`src/rtl/intstat_pkg.sv`:
```
package intstat_pkg;
  localparam int REG_W   = 8;
  localparam int EV_W    = 6;
  localparam int IND_BIT = 7;
  localparam int RST_BIT = 5;
  localparam int M_CID   = 4;
  localparam int M_RST   = 5;

  typedef struct packed {
    logic clrA;
    logic clrB;
  } clrStrb_t;
endpackage

```
`src/rtl/intstat_debounce.sv`:
```
module intstat_debounce #(
  parameter int LEN = 16,
  localparam int CNT_W = (LEN > 2) ? $clog2(LEN) : 1
) (
  input  logic clk,
  input  logic rstN,
  input  logic raw,
  output logic filt
);
  logic [CNT_W-1:0] cnt;

  always_ff @(posedge clk or negedge rstN) begin
    if (!rstN) begin
      cnt  <= '0;
      filt <= 1'b0;
    end else if (raw == filt) begin
      cnt <= '0;
    end else if (cnt == CNT_W'(LEN - 1)) begin
      filt <= raw;
      cnt  <= '0;
    end else begin
      cnt <= cnt + 1'b1;
    end
  end
endmodule

```
`src/rtl/intstat_ctrl.sv`:
```
module intstat_ctrl
  import intstat_pkg::*;
#(
  parameter int NCH = 2,
  localparam int CW = (NCH > 1) ? $clog2(NCH) : 1
) (
  input  logic                    rdEn,
  input  logic [CW-1:0]           rdChan,
  input  logic                    rdSel,
  output clrStrb_t [NCH-1:0]      strbs
);
  for (genvar c = 0; c < NCH; c++) begin : g_dec
    logic hit;
    assign hit         = rdEn && (rdChan == CW'(c));
    assign strbs[c].clrA = hit && !rdSel;
    assign strbs[c].clrB = hit && rdSel;
  end
endmodule

```
`src/rtl/intstat_dpath.sv`:
```
module intstat_dpath
  import intstat_pkg::*;
#(
  parameter int NCH = 2,
  localparam int CW = (NCH > 1) ? $clog2(NCH) : 1
) (
  input  logic                  clk,
  input  logic                  rstN,
  input  logic [NCH-1:0]        hookF,
  input  logic [NCH-1:0]        ccF,
  input  logic [NCH-1:0]        lmIn,
  input  logic [NCH-1:0]        toneIn,
  input  logic [NCH-1:0]        cidIn,
  input  logic [NCH*EV_W-1:0]   evMask,
  input  clrStrb_t [NCH-1:0]    strbs,
  input  logic                  rdEn,
  input  logic [CW-1:0]         rdChan,
  input  logic                  rdSel,
  output logic [REG_W-1:0]      rdData,
  output logic                  irqN
);
  logic [NCH-1:0][REG_W-1:0] regA;
  logic [NCH-1:0][REG_W-1:0] regB;
  logic [NCH-1:0]            chActive;

  for (genvar c = 0; c < NCH; c++) begin : g_ch
    logic [3:0]      cur, statQ, pendAQ, chg;
    logic            cidQ, pendCidQ, rstQ, chanQ, seenAQ, seenBQ;
    logic            cidRise, anyEv, nextA, nextB;
    logic [EV_W-1:0] msk;

    assign msk     = evMask[c*EV_W +: EV_W];
    assign cur     = {toneIn[c], lmIn[c], ccF[c], hookF[c]};
    assign chg     = cur ^ statQ;
    assign cidRise = cidIn[c] & ~cidQ;
    assign anyEv   = (|(chg & ~msk[3:0])) | (cidRise & ~msk[M_CID]);
    assign nextA   = seenAQ | strbs[c].clrA;
    assign nextB   = seenBQ | strbs[c].clrB;

    always_ff @(posedge clk or negedge rstN) begin
      if (!rstN) begin
        statQ    <= '0;
        pendAQ   <= '0;
        cidQ     <= 1'b0;
        pendCidQ <= 1'b0;
        rstQ     <= 1'b1;
        chanQ    <= 1'b0;
        seenAQ   <= 1'b0;
        seenBQ   <= 1'b0;
      end else begin
        statQ    <= cur;
        cidQ     <= cidIn[c];
        pendAQ   <= (strbs[c].clrA ? 4'b0 : pendAQ) | chg;
        pendCidQ <= (strbs[c].clrB ? 1'b0 : pendCidQ) | cidRise;
        if (strbs[c].clrB) rstQ <= 1'b0;
        if (anyEv) begin
          chanQ  <= 1'b1;
          seenAQ <= 1'b0;
          seenBQ <= 1'b0;
        end else if (nextA && nextB) begin
          chanQ  <= 1'b0;
          seenAQ <= 1'b0;
          seenBQ <= 1'b0;
        end else begin
          seenAQ <= nextA;
          seenBQ <= nextB;
        end
      end
    end

    always_comb begin
      regA[c]          = '0;
      regA[c][3:0]     = statQ;
      regA[c][IND_BIT] = chanQ;
      regB[c]          = '0;
      regB[c][0]       = cidQ;
      regB[c][RST_BIT] = rstQ;
    end

    assign chActive[c] = (|(pendAQ & ~msk[3:0])) | (pendCidQ & ~msk[M_CID])
                       | (rstQ & ~msk[M_RST]);
  end

  assign irqN = ~(|chActive);

  always_ff @(posedge clk or negedge rstN) begin
    if (!rstN) begin
      rdData <= '0;
    end else if (rdEn && (32'(rdChan) < NCH)) begin
      rdData <= rdSel ? regB[rdChan] : regA[rdChan];
    end
  end
endmodule

```
`src/rtl/intstat_top.sv`:
```
module intstat_top
  import intstat_pkg::*;
#(
  parameter int NCH      = 2,
  parameter int HOOK_CYC = 20000,
  parameter int CC_CYC   = 33000,
  localparam int CW = (NCH > 1) ? $clog2(NCH) : 1
) (
  input  logic                clk,
  input  logic                rstN,
  input  logic [NCH-1:0]      hookRaw,
  input  logic [NCH-1:0]      ccRaw,
  input  logic [NCH-1:0]      lmReady,
  input  logic [NCH-1:0]      toneDet,
  input  logic [NCH-1:0]      cidReq,
  input  logic [NCH*6-1:0]    evMask,
  input  logic                rdEn,
  input  logic [CW-1:0]       rdChan,
  input  logic                rdSel,
  output logic [7:0]          rdData,
  output logic                irqN
);
  logic [NCH-1:0]       hookF, ccF;
  clrStrb_t [NCH-1:0]   strbs;

  for (genvar c = 0; c < NCH; c++) begin : g_deb
    intstat_debounce #(.LEN(HOOK_CYC)) hook_i (
      .clk(clk), .rstN(rstN), .raw(hookRaw[c]), .filt(hookF[c]));
    intstat_debounce #(.LEN(CC_CYC)) cc_i (
      .clk(clk), .rstN(rstN), .raw(ccRaw[c]), .filt(ccF[c]));
  end

  intstat_ctrl #(.NCH(NCH)) ctrl_i (
    .rdEn(rdEn), .rdChan(rdChan), .rdSel(rdSel), .strbs(strbs));

  intstat_dpath #(.NCH(NCH)) dpath_i (
    .clk(clk), .rstN(rstN), .hookF(hookF), .ccF(ccF), .lmIn(lmReady),
    .toneIn(toneDet), .cidIn(cidReq), .evMask(evMask), .strbs(strbs),
    .rdEn(rdEn), .rdChan(rdChan), .rdSel(rdSel), .rdData(rdData),
    .irqN(irqN));
endmodule

```
`config.mk`:
```
export PLATFORM = sky130hd
export DESIGN_NAME = intstat_top
export DESIGN_NICKNAME = d
export VERILOG_FILES = /design/src/rtl/intstat_pkg.sv /design/src/rtl/intstat_debounce.sv /design/src/rtl/intstat_ctrl.sv /design/src/rtl/intstat_dpath.sv /design/src/rtl/intstat_top.sv
export SDC_FILE = /design/constraint.sdc
export NUM_CORES = 1
export LEC_CHECK = 0
export BUFFER_PORTS_ARGS = -buffer_cell sky130_fd_sc_hd__buf_4
export CORE_ASPECT_RATIO = 1.25
export CORE_MARGIN = 4
export CORE_UTILIZATION = 35
export CTS_CLUSTER_DIAMETER = 200
export DETAILED_ROUTE_END_ITERATION = 10
export PLACE_DENSITY_LB_ADDON = 0.08
export SLEW_MARGIN = 30
export SYNTH_ARGS = -nofsm -noshare
export SYNTH_HDL_FRONTEND = slang
export SYNTH_SLANG_ARGS = --single-unit
export TNS_END_PERCENT = 10
```
`constraint.sdc`:
```
create_clock -name clk -period 1.8 [get_ports clk]
set_clock_uncertainty 0.05 [all_clocks]
set_input_delay 0.36 -clock clk [delete_from_list [all_inputs] [get_ports clk]]
set_output_delay 0.36 -clock clk [all_outputs]
set_load 0.005 [all_outputs]
```
==> results of run 1 <==
==> flip-flops by register name, summed over array words and instances (netlist names) <==
signal and count:
dpath_i.g_ch.statQ 8, dpath_i.g_ch.pendAQ 8, g_deb.cc_i.filt 2, g_deb.hook_i.cnt 30
dpath_i.g_ch.chanQ 2, g_deb.cc_i.cnt 32, dpath_i.rdData 6, dpath_i.g_ch.seenAQ 2
g_deb.hook_i.filt 2, dpath_i.g_ch.cidQ 2, dpath_i.g_ch.seenBQ 2, dpath_i.g_ch.rstQ 2
dpath_i.g_ch.pendCidQ 2
==> power breakdown <==
part / switching (mW) / internal [mW] / total, mW
registers: 0.0797 / 2.34 / 2.42
clock network: 0.840 / 1.27 / 2.11
logic: 0.242 / 0.214 / 0.455
total: 1.16 / 3.82 / 4.98
==> cells in the mapped netlist, types with 4 or more instances <==
cell      n  area, sq um
and3_1   11         68.8
and4_1    6         52.6
buf_2     7         35.0
buf_4     4         30.0
dfrtp_1  98         2450
ha_1      4         50.1
inv_1    29          109
mux2_2    5         56.3
mux2i_1   5         50.1
nand2_1  25         93.8
nand3_1  19         95.1
nand4_1  22          138
nor2_1   68          255
nor3_1   16         80.1
nor4_1   13         81.3
nor4b_1   4         35.0
o21ai_0   9         45.0
o22ai_1  11         68.8
xnor2_1  42          368
xor2_1   24          210
==> through the flow <==
stage / util (%) / instances / TNS (ns)
2_1_floorplan: - / 455 / 0
3_3_place_gp: 40.6 / 661 / 0
3_5_place_dp: 40.6 / 661 / 0
4_1_cts: 43.4 / 678 / 0
5_1_grt: 43.5 / 678 / -0.0742
6_report: 43.5 / 678 / 0
==> repair_timing <==
item,CTS,global route
hold buffers,1,0
hold endpoints to repair,18,0
resized for setup,5,6
setup endpoints to repair,1,1
pin swaps,2,1
==> metal layers <==
metal / wire length (um) / part of all wire [%]
met4: 148 / 1.5
met1: 4420 / 46
met5: 0 / 0
met2: 4730 / 49
met3: 359 / 3.7
==> layout make-up <==
type | instances | area (sq um) | area share (%)
clock buffer | 10 | 239 | 4.26
clock inverter | 6 | 93.8 | 1.67
inverter | 29 | 109 | 1.94
multi-input combinational | 312 | 2020 | 36.0
sequential | 100 | 2500 | 44.6
tap | 168 | 210 | 3.74
timing repair buffer | 53 | 438 | 7.80
==> worst register-to-register path, delay by kind of cell, from the launching register on <==
kind	cells	cell delay [ns]
compound gates	1	0.20
simple gates	2	0.65
xor+xnor	1	0.28
flops	1	0.39
==> worst paths after layout <==
path	startpoint	endpoint	slack (ns)	depth (start not counted)
worst max register to register	dpath_i.g_ch[1].statQ[1]$_DFF_PN0_	dpath_i.g_ch[1].chanQ$_DFFE_PN0P_	0.14	4
worst min register to register	g_deb[0].hook_i.filt$_DFFE_PN0P_	dpath_i.g_ch[0].statQ[0]$_DFF_PN0_	0.41	0
worst max-delay path	dpath_i.g_ch[1].pendAQ[2]$_DFF_PN0_	irqN	0.03	5
min in group asynchronous	rstN	dpath_i.g_ch[1].pendAQ[3]$_DFF_PN0_	0.39	2
max in group asynchronous	rstN	g_deb[1].hook_i.cnt[1]$_DFF_PN0_	0.72	3
worst min-delay path	cidReq[1]	dpath_i.g_ch[1].cidQ$_DFF_PN0_	0.08	1
==> logic make-up after synthesis <==
family | count (synthesis) | share of synthesized area (%)
AND/OR/NAND/NOR | 200 | 22.1
flip-flops | 100 | 53.6
XOR/XNOR | 66 | 12.4
buffers and inverters | 43 | 4.02
AO/OA/AOI/OAI | 29 | 3.96
multiplexers | 11 | 2.76
adder cells (fa/ha/maj) | 4 | 1.07
other | 1 | 0.0803
==> layout by cell type, fill, tap and decap left out, types with 4 or more instances in the layout <==
cell	instances
buf_4	49
inv_1	24
xor2_1	24
clkbuf_16	9
ha_1	4
dfrtp_1	98
xnor2_1	42
mux2_2	5
nand4_1	22
and3_1	11
mux2i_1	5
and4_1	6
nor4b_1	4
o21ai_0	9
o22ai_1	8
nor2_1	68
inv_2	5
nand3_1	19
nor3_1	16
nand2_1	25
nor4_1	13
==> impl_metrics.ini, run 1 <==
[critical_path]
slowest_delay_ns = 0.37
path_delay_family = flip-flops
slowest_stage = dfrtp_1
worstSetupEndpointType = primary output
worstPathArrival_ns = 1.36
cp_max_fo = 2
critical_path_required_ns = 1.39
crit_chain = inv_2 -> o22ai_2 -> a221oi_2 -> and3_1 -> buf_4
critPathKind = reg2out
critical_path_buf_inv_count = 2
startpoint_type = register

[grt]
grt_util_met1_pct = 16.7
grt_pass1_wl_mm = 16.6
grt_max_degree = 35
grt_pass1_vias = 3465
gr-total-overflow = 0
busiest_layer = met2
use_met3_pct = 3.72
met2_usage_pct = 22.7
antenna_found_initial = 0
track_usage_pct = 13.5

[synthesis]
synth_flop_cell = dfrtp_1
synth.cell_area_sq_um = 4670
avgSynthCellArea_sq_um = 10.3
ys_types = 39
synthArstFlopShare_pct = 100
synth_seq_area_share_pct = 53.6
synth_cells = 454
yosys_warnings = 0
synth-seq-cells = 100
synth-edff-count = 0

[clock_tree]
clockRootBuffer = clkbuf_16
clock_sinks = 100
cts_setup_buffers = 0
clk_latency_ns = 0.34
numCtsBuffers = 9
ctsHtreeMaxLevel = 3
clk_path_buf_depth = 2
cts_tree = done
cts.reportedPaths.clkPinSlew_ns = 0.07

[layout]
area_growth_syn_to_layout_pct = 20.2
drive_gt1_share_pct = 18.4
nets = 536
design_area_sq_um = 5610
n_fill_cell = 1267
diodes = 0

[timing]
finalMaxSlewViolations = 0
rsz0062_at_grt = true
fin_crit_ns = 1.77
whs_ns = 0.0766
setup_viol = 0
max_freq_ghz = 0.566
hold_violations = 0
setup_slack_ns = 0.0327
fin_crit_sh_pct = 98.2

[pwr]
power_per_cell_area_nw_per_um2 = 887
power_mw = 4.98
leakage_nw = 2.44
ir_drop_mv = 0.413

[detailed_routing]
drt-wirelength-per-cell_um = 14.2
drcViolationCount = 0
vias_per_cell = 4.85
wl_mm = 9.66
first_iter_violations = 193
ant_nets = 0
dr.pass1.iters = 4
vias = 3287

[place]
hpwl_mm = 7.22
place_ws_ns = 0.0894
numPortBuffers = 33
place_area_sq_um = 5230
place_congestion = 0.756

[min_path]
hold_class = in2reg

[status]
status = complete, no violations

[die]
placementRows = 46
die_x_um = 111
die-area_sq_um = 15300
core_area_sq_um = 12900
pin_count = 36
start_util_pct = 36.2
die_y_um = 137

[job]
cap_violations = 0
Note: power is estimated with default switching activity, not from simulation.
==> inputs of run 2 (changes only) <==
--- a/config.mk
+++ b/config.mk
@@ -6,7 +6,6 @@
 export NUM_CORES = 1
 export LEC_CHECK = 0
 export BUFFER_PORTS_ARGS = -buffer_cell sky130_fd_sc_hd__buf_4
-export CORE_ASPECT_RATIO = 1.25
 export CORE_MARGIN = 4
 export CORE_UTILIZATION = 35
 export CTS_CLUSTER_DIAMETER = 200
==> run 2 against run 1 <==
Critical path depth rose by 1. Register-to-register slack barely moved. Largest power group unchanged. The flow now finishes with violations (setup timing). Cell count rose by 0.74%. Combinational power fell by 4.6%. Sequential power barely moved.
==> impl_metrics.ini, run 2 (synthesized netlist as in run 1, its figures left out) <==
[clock_tree]
numCtsBuffers = 9
ctsHtreeMaxLevel = 3
clk_path_buf_depth = 2
cts_setup_buffers = 0
cts_tree = done
cts.reportedPaths.clkPinSlew_ns = 0.06
clock_sinks = 100
clk_latency_ns = 0.36
clockRootBuffer = clkbuf_16

[detailed_routing]
first_iter_violations = 178
ant_nets = 0
dr.pass1.iters = 4
vias = 3297
drcViolationCount = 0
vias_per_cell = 4.83
wl_mm = 9.74
drt-wirelength-per-cell_um = 14.3

[critical_path]
worstReg2RegStart = dpath_i.g_ch[1].statQ[0]$_DFF_PN0_
r2r_cells = 4
critPathKind = reg2out
cp_max_fo = 2
worstPathArrival_ns = 1.53
crit_path_start = dpath_i.g_ch[0].pendCidQ$_DFF_PN0_
r2r_slack_ns = 0.13
startpoint_type = register
critical_path_required_ns = 1.39
reg2reg_to = dpath_i.g_ch[1].chanQ$_DFFE_PN0P_
worstSetupEndpointType = primary output

[place]
numPortBuffers = 33
place_area_sq_um = 5220
hpwl_mm = 7.19
place_congestion = 0.778

[layout]
diodes = 0
final_common_cell = dfrtp_1
largest_reg_flops = 32
nets = 537
largestRegisters = g_deb.cc_i.cnt x32, g_deb.hook_i.cnt x30
area_growth_syn_to_layout_pct = 20.0
design_area_sq_um = 5610
drive_gt1_share_pct = 16.4
top_register = g_deb.cc_i.cnt
final_cell_mix = 98 x dfrtp_1, 68 x nor2_1, 51 x buf_4

[timing]
max_freq_ghz = 0.516
totalNegativeSetupSlack_ns = -0.137
rsz0062_at_grt = true
fin_crit_sh_pct = 108
fin_crit_ns = 1.94
finalMaxSlewViolations = 0
setup_slack_ns = -0.137
hold_violations = 0
setup_viol = 1

[pwr]
power_per_cell_area_nw_per_um2 = 931
power_mw = 5.22
ir_drop_mv = 0.558
leakage_nw = 2.45

[min_path]
hold_class = in2reg
hp-start = toneDet[0]
holdPathEnd = dpath_i.g_ch[0].statQ[3]$_DFF_PN0_
whs_path_depth = 1

[die]
pin_count = 36
placementRows = 41
die_x_um = 124
die_y_um = 124
die-area_sq_um = 15300
core_area_sq_um = 12800
start_util_pct = 36.4

[grt]
antenna_found_initial = 0
grt_pass1_wl_mm = 16.6
grt_pass1_vias = 3347
track_usage_pct = 14.2
grt_max_degree = 40
gr-total-overflow = 0

[status]
status = finished with violations
violations = setup timing

[job]
cap_violations = 0
run 2: metal layers:
| layer | vias up | part of all wire (%) | global-route usage, % | wire (um) |
|---|---|---|---|---|
| met4 | 0 | 1.4 | 4.36 | 134 |
| met3 | 10 | 4.4 | 4.99 | 429 |
| li1 | 1653 | - | - | - |
| met1 | 1588 | 51 | 20.3 | 5010 |
| met5 | - | 0 | 0 | 0 |
| met2 | 46 | 43 | 20.3 | 4170 |
run 2: cell type report:
class / count / area (sq um)
Fill cell: 1276 / 7220
Sequential cell: 100 / 2500
Multi-Input combinational cell: 312 / 1990
Timing Repair Buffer: 54 / 424
Clock buffer: 12 / 246
Tap cell: 172 / 215
Clock inverter: 4 / 120
Inverter: 29 / 109
run 2: timing repair:
| item | 4_1_cts | 5_1_grt |
|---|---|---|
| setup endpoints to repair | 1 | 1 |
| pin swaps | 1 | 0 |
| hold endpoints to repair | 20 | 0 |
| hold buffers | 1 | 0 |
| cloned | 0 | 0 |
| gates resized for setup | 3 | 0 |
run 2: worst max path at each step:
stage | endpoint
after floorplan | dpath_i.g_ch[1].chanQ$_DFFE_PN0P_
after global placement | dpath_i.g_ch[1].chanQ$_DFFE_PN0P_
after detailed placement | dpath_i.g_ch[0].seenBQ$_DFF_PN0_
after CTS | irqN
after global routing | irqN
final | irqN
run 2: stage by stage:
stage	util, %	setup WS (ns)	hold slack (ns)	cells
global placement	40.7	0.122	0.229	666
CTS	43.7	-0.141	0.0600	683
global route	43.7	-0.203	0.0498	683
finish	43.7	-0.137	0.0742	683
floorplan	-	0.248	0.0144	455
detailed placement	40.7	0.105	0.232	666
run 2: report_power, final:
group	internal (mW)	switching, mW	total (mW)	leakage [nW]
Combinational	0.203	0.231	0.434	0.984
Clock	1.54	0.831	2.37	0.177
Sequential	2.34	0.0785	2.42	1.29
Total	4.08	1.14	5.22	2.45
run 2: worst max-delay path: stages (launching register included):
cell and delay [ns]:
dfrtp_1 0.36, inv_1 0.07, o22ai_1 0.07, a221oi_1 0.23, buf_4 0.18, and3_4 0.19, buf_6 0.09
==> inputs of run 3 (changes only) <==
--- a/config.mk
+++ b/config.mk
@@ -7,7 +7,7 @@
 export LEC_CHECK = 0
 export BUFFER_PORTS_ARGS = -buffer_cell sky130_fd_sc_hd__buf_4
 export CORE_MARGIN = 4
-export CORE_UTILIZATION = 35
+export CORE_UTILIZATION = 55
 export CTS_CLUSTER_DIAMETER = 200
 export DETAILED_ROUTE_END_ITERATION = 10
 export PLACE_DENSITY_LB_ADDON = 0.08
==> run 3 against run 2 <==
The flow now finishes without violations. Cell count decreased by 11%. Design area is 5.1% lower. Fmax rose by 8.0%. Die area decreased by 34%. Core utilization rose by 21 points. Register-to-register slack about the same. Total power is 21% lower. Critical path depth fell by 1. Sequential cell count unchanged. Worst setup slack better by 0.14 ns. Count of clock-buffer cells in the layout rose by 1. Worst hold slack worse by 0.0075 ns. Critical path type unchanged. Critical endpoint unchanged.
==> impl_metrics.ini, run 3 (synthesized netlist as in run 1, its figures left out) <==
[pwr]
leakage_nw = 2.34
combPwrFrac_pct = 10.7
p_sw_share_pct = 25.3
power_per_cell_area_nw_per_um2 = 778
p_sw_mw = 1.05
power_frac_seq_pct = 58.4
power.share.clock_pct = 31.0
ir_drop_mv = 0.519
internal_power_mw = 3.09

[critical_path]
worstPathArrival_ns = 1.38
critical_path_buf_inv_count = 2
crit_chain = inv_2 -> o22ai_2 -> a221oi_2 -> and3_1 -> buf_4
cp_max_fo = 2
critical_path_required_ns = 1.39
slowest_stage = dfrtp_1
path_depth = 5
slowest_delay_ns = 0.38
critPathKind = reg2out
startpoint_type = register
r2r_cells = 4
path_delay_family = flip-flops
worstSetupEndpointType = primary output

[timing]
finalMaxSlewViolations = 0
fin_crit_ns = 1.79
max_freq_ghz = 0.557
fin_crit_sh_pct = 99.7
rsz0062_at_grt = true
totalNegativeSetupSlack_ns = 0
setup_viol = 0
hold_violations = 0
setup_slack_ns = 0.00619

[layout]
final_common_cell = dfrtp_1
largest_reg_flops = 32
nets = 531
drive_gt1_share_pct = 16.8
largestRegisters = g_deb.cc_i.cnt x32, g_deb.hook_i.cnt x30
final_cell_mix = 98 x dfrtp_1, 68 x nor2_1, 44 x buf_4
n_fill_cell = 707
top_register = g_deb.cc_i.cnt
fin_util_pct = 64.5
final_cells = 610
diodes = 0
area_growth_syn_to_layout_pct = 14.0

[detailed_routing]
wl_met3_um = 333
dr.pass1.iters = 4
wl_mm = 9.02
first_iter_violations = 105
met1Wirelength_mm = 4.52
top_layer = met4
vias = 3303
ant_nets = 0
dr_wl_met2_mm = 4.11
drcViolationCount = 0
drt-wirelength-per-cell_um = 14.8
vias_per_cell = 5.41

[clock_tree]
clockRootBuffer = clkbuf_8
clock_sinks = 100
ctsHtreeMaxLevel = 3
cts.reportedPaths.clkPinSlew_ns = 0.09
cts_tree = done
numCtsBuffers = 9
clk_path_buf_depth = 2
clk_latency_ns = 0.35

[grt]
antenna_found_initial = 0
grt_pass1_vias = 3324
grt_pass1_wl_mm = 15.6
grt_max_degree = 60
gr-total-overflow = 0
track_usage_pct = 19.4

[place]
hpwl_mm = 6.43
numPortBuffers = 33
post-place-cells = 592
place_congestion = 0.821
place_ws_ns = 0.0734

[die]
placementRows = 33
die_x_um = 100
die-area_sq_um = 10000
pin_count = 36
start_util_pct = 56.6
die_y_um = 100
core_area_sq_um = 8260

[min_path]
hold_class = in2reg
whs_path_depth = 1

[status]
status = complete, no violations

[job]
cap_violations = 0
## run 3: area by class of cell
type                       count  area, sq um  share of cell area (%)
clock buffer                  13          149                    2.80
clock inverter                 3         21.3                   0.400
inverter                      29          109                    2.05
multi-input combinational    312         2010                    37.7
sequential                   100         2500                    47.1
tap                          105          131                    2.47
timing repair buffer          48          400                    7.52
## run 3: worst register-to-register path, delay by kind of cell (launching register included)
kind | cells | cell delay, ns
xor gates and xnor gates | 1 | 0.21
DFF | 1 | 0.45
and+or+nand+nor | 1 | 0.55
AOI/OAI and AO/OA | 2 | 0.31
## run 3: power by group through the flow
stage,Clock (mW),Sequential (mW),Combinational (mW)
after CTS,1.33,2.42,0.449
after global routing,1.43,2.43,0.494
after floorplan,0,2.44,0.232
after detailed placement,0,2.46,0.434
after global placement,0,2.46,0.427
final,1.28,2.42,0.441
## run 3: worst paths after layout
path                                                          end                               start  slack, ns
worst min register to register     g_deb[0].cc_i.cnt[0]$_DFF_PN0_      g_deb[0].cc_i.cnt[0]$_DFF_PN0_       0.41
max in group asynchronous         g_deb[0].cc_i.cnt[12]$_DFF_PN0_                                rstN       0.93
worst min-delay path               dpath_i.g_ch[0].cidQ$_DFF_PN0_                           cidReq[0]       0.07
min in group asynchronous        g_deb[0].hook_i.cnt[9]$_DFF_PN0_                                rstN       0.47
worst max-delay path                                         irqN  dpath_i.g_ch[0].pendCidQ$_DFF_PN0_      0.006
worst max register to register  dpath_i.g_ch[1].chanQ$_DFFE_PN0P_    g_deb[1].hook_i.filt$_DFFE_PN0P_       0.13
## run 3: what timing repair did
action,4_1_cts,5_1_grt
hold buffers,1,0
pin swaps,2,1
buffers inserted,1,0
endpoints found under the setup margin,1,1
endpoints found under the hold margin,98,0
gates resized for setup,6,4
## run 3: through the flow
step,power [mW],hold WS (ns),area [sq um]
after floorplan,2.67,0.0144,4670
after global routing,4.36,0.0404,5320
after detailed placement,2.89,0.312,5110
after CTS,4.20,0.0418,5320
after global placement,2.88,0.309,5110
final,4.14,0.0667,5320
## run 3: routing by layer
layer | global-route usage, % | vias to the layer above
met2 | 29.9 | 50
li1 | - | 1649
met4 | 3.42 | 0
met1 | 28.1 | 1600
met3 | 5.35 | 4
met5 | 0 | -
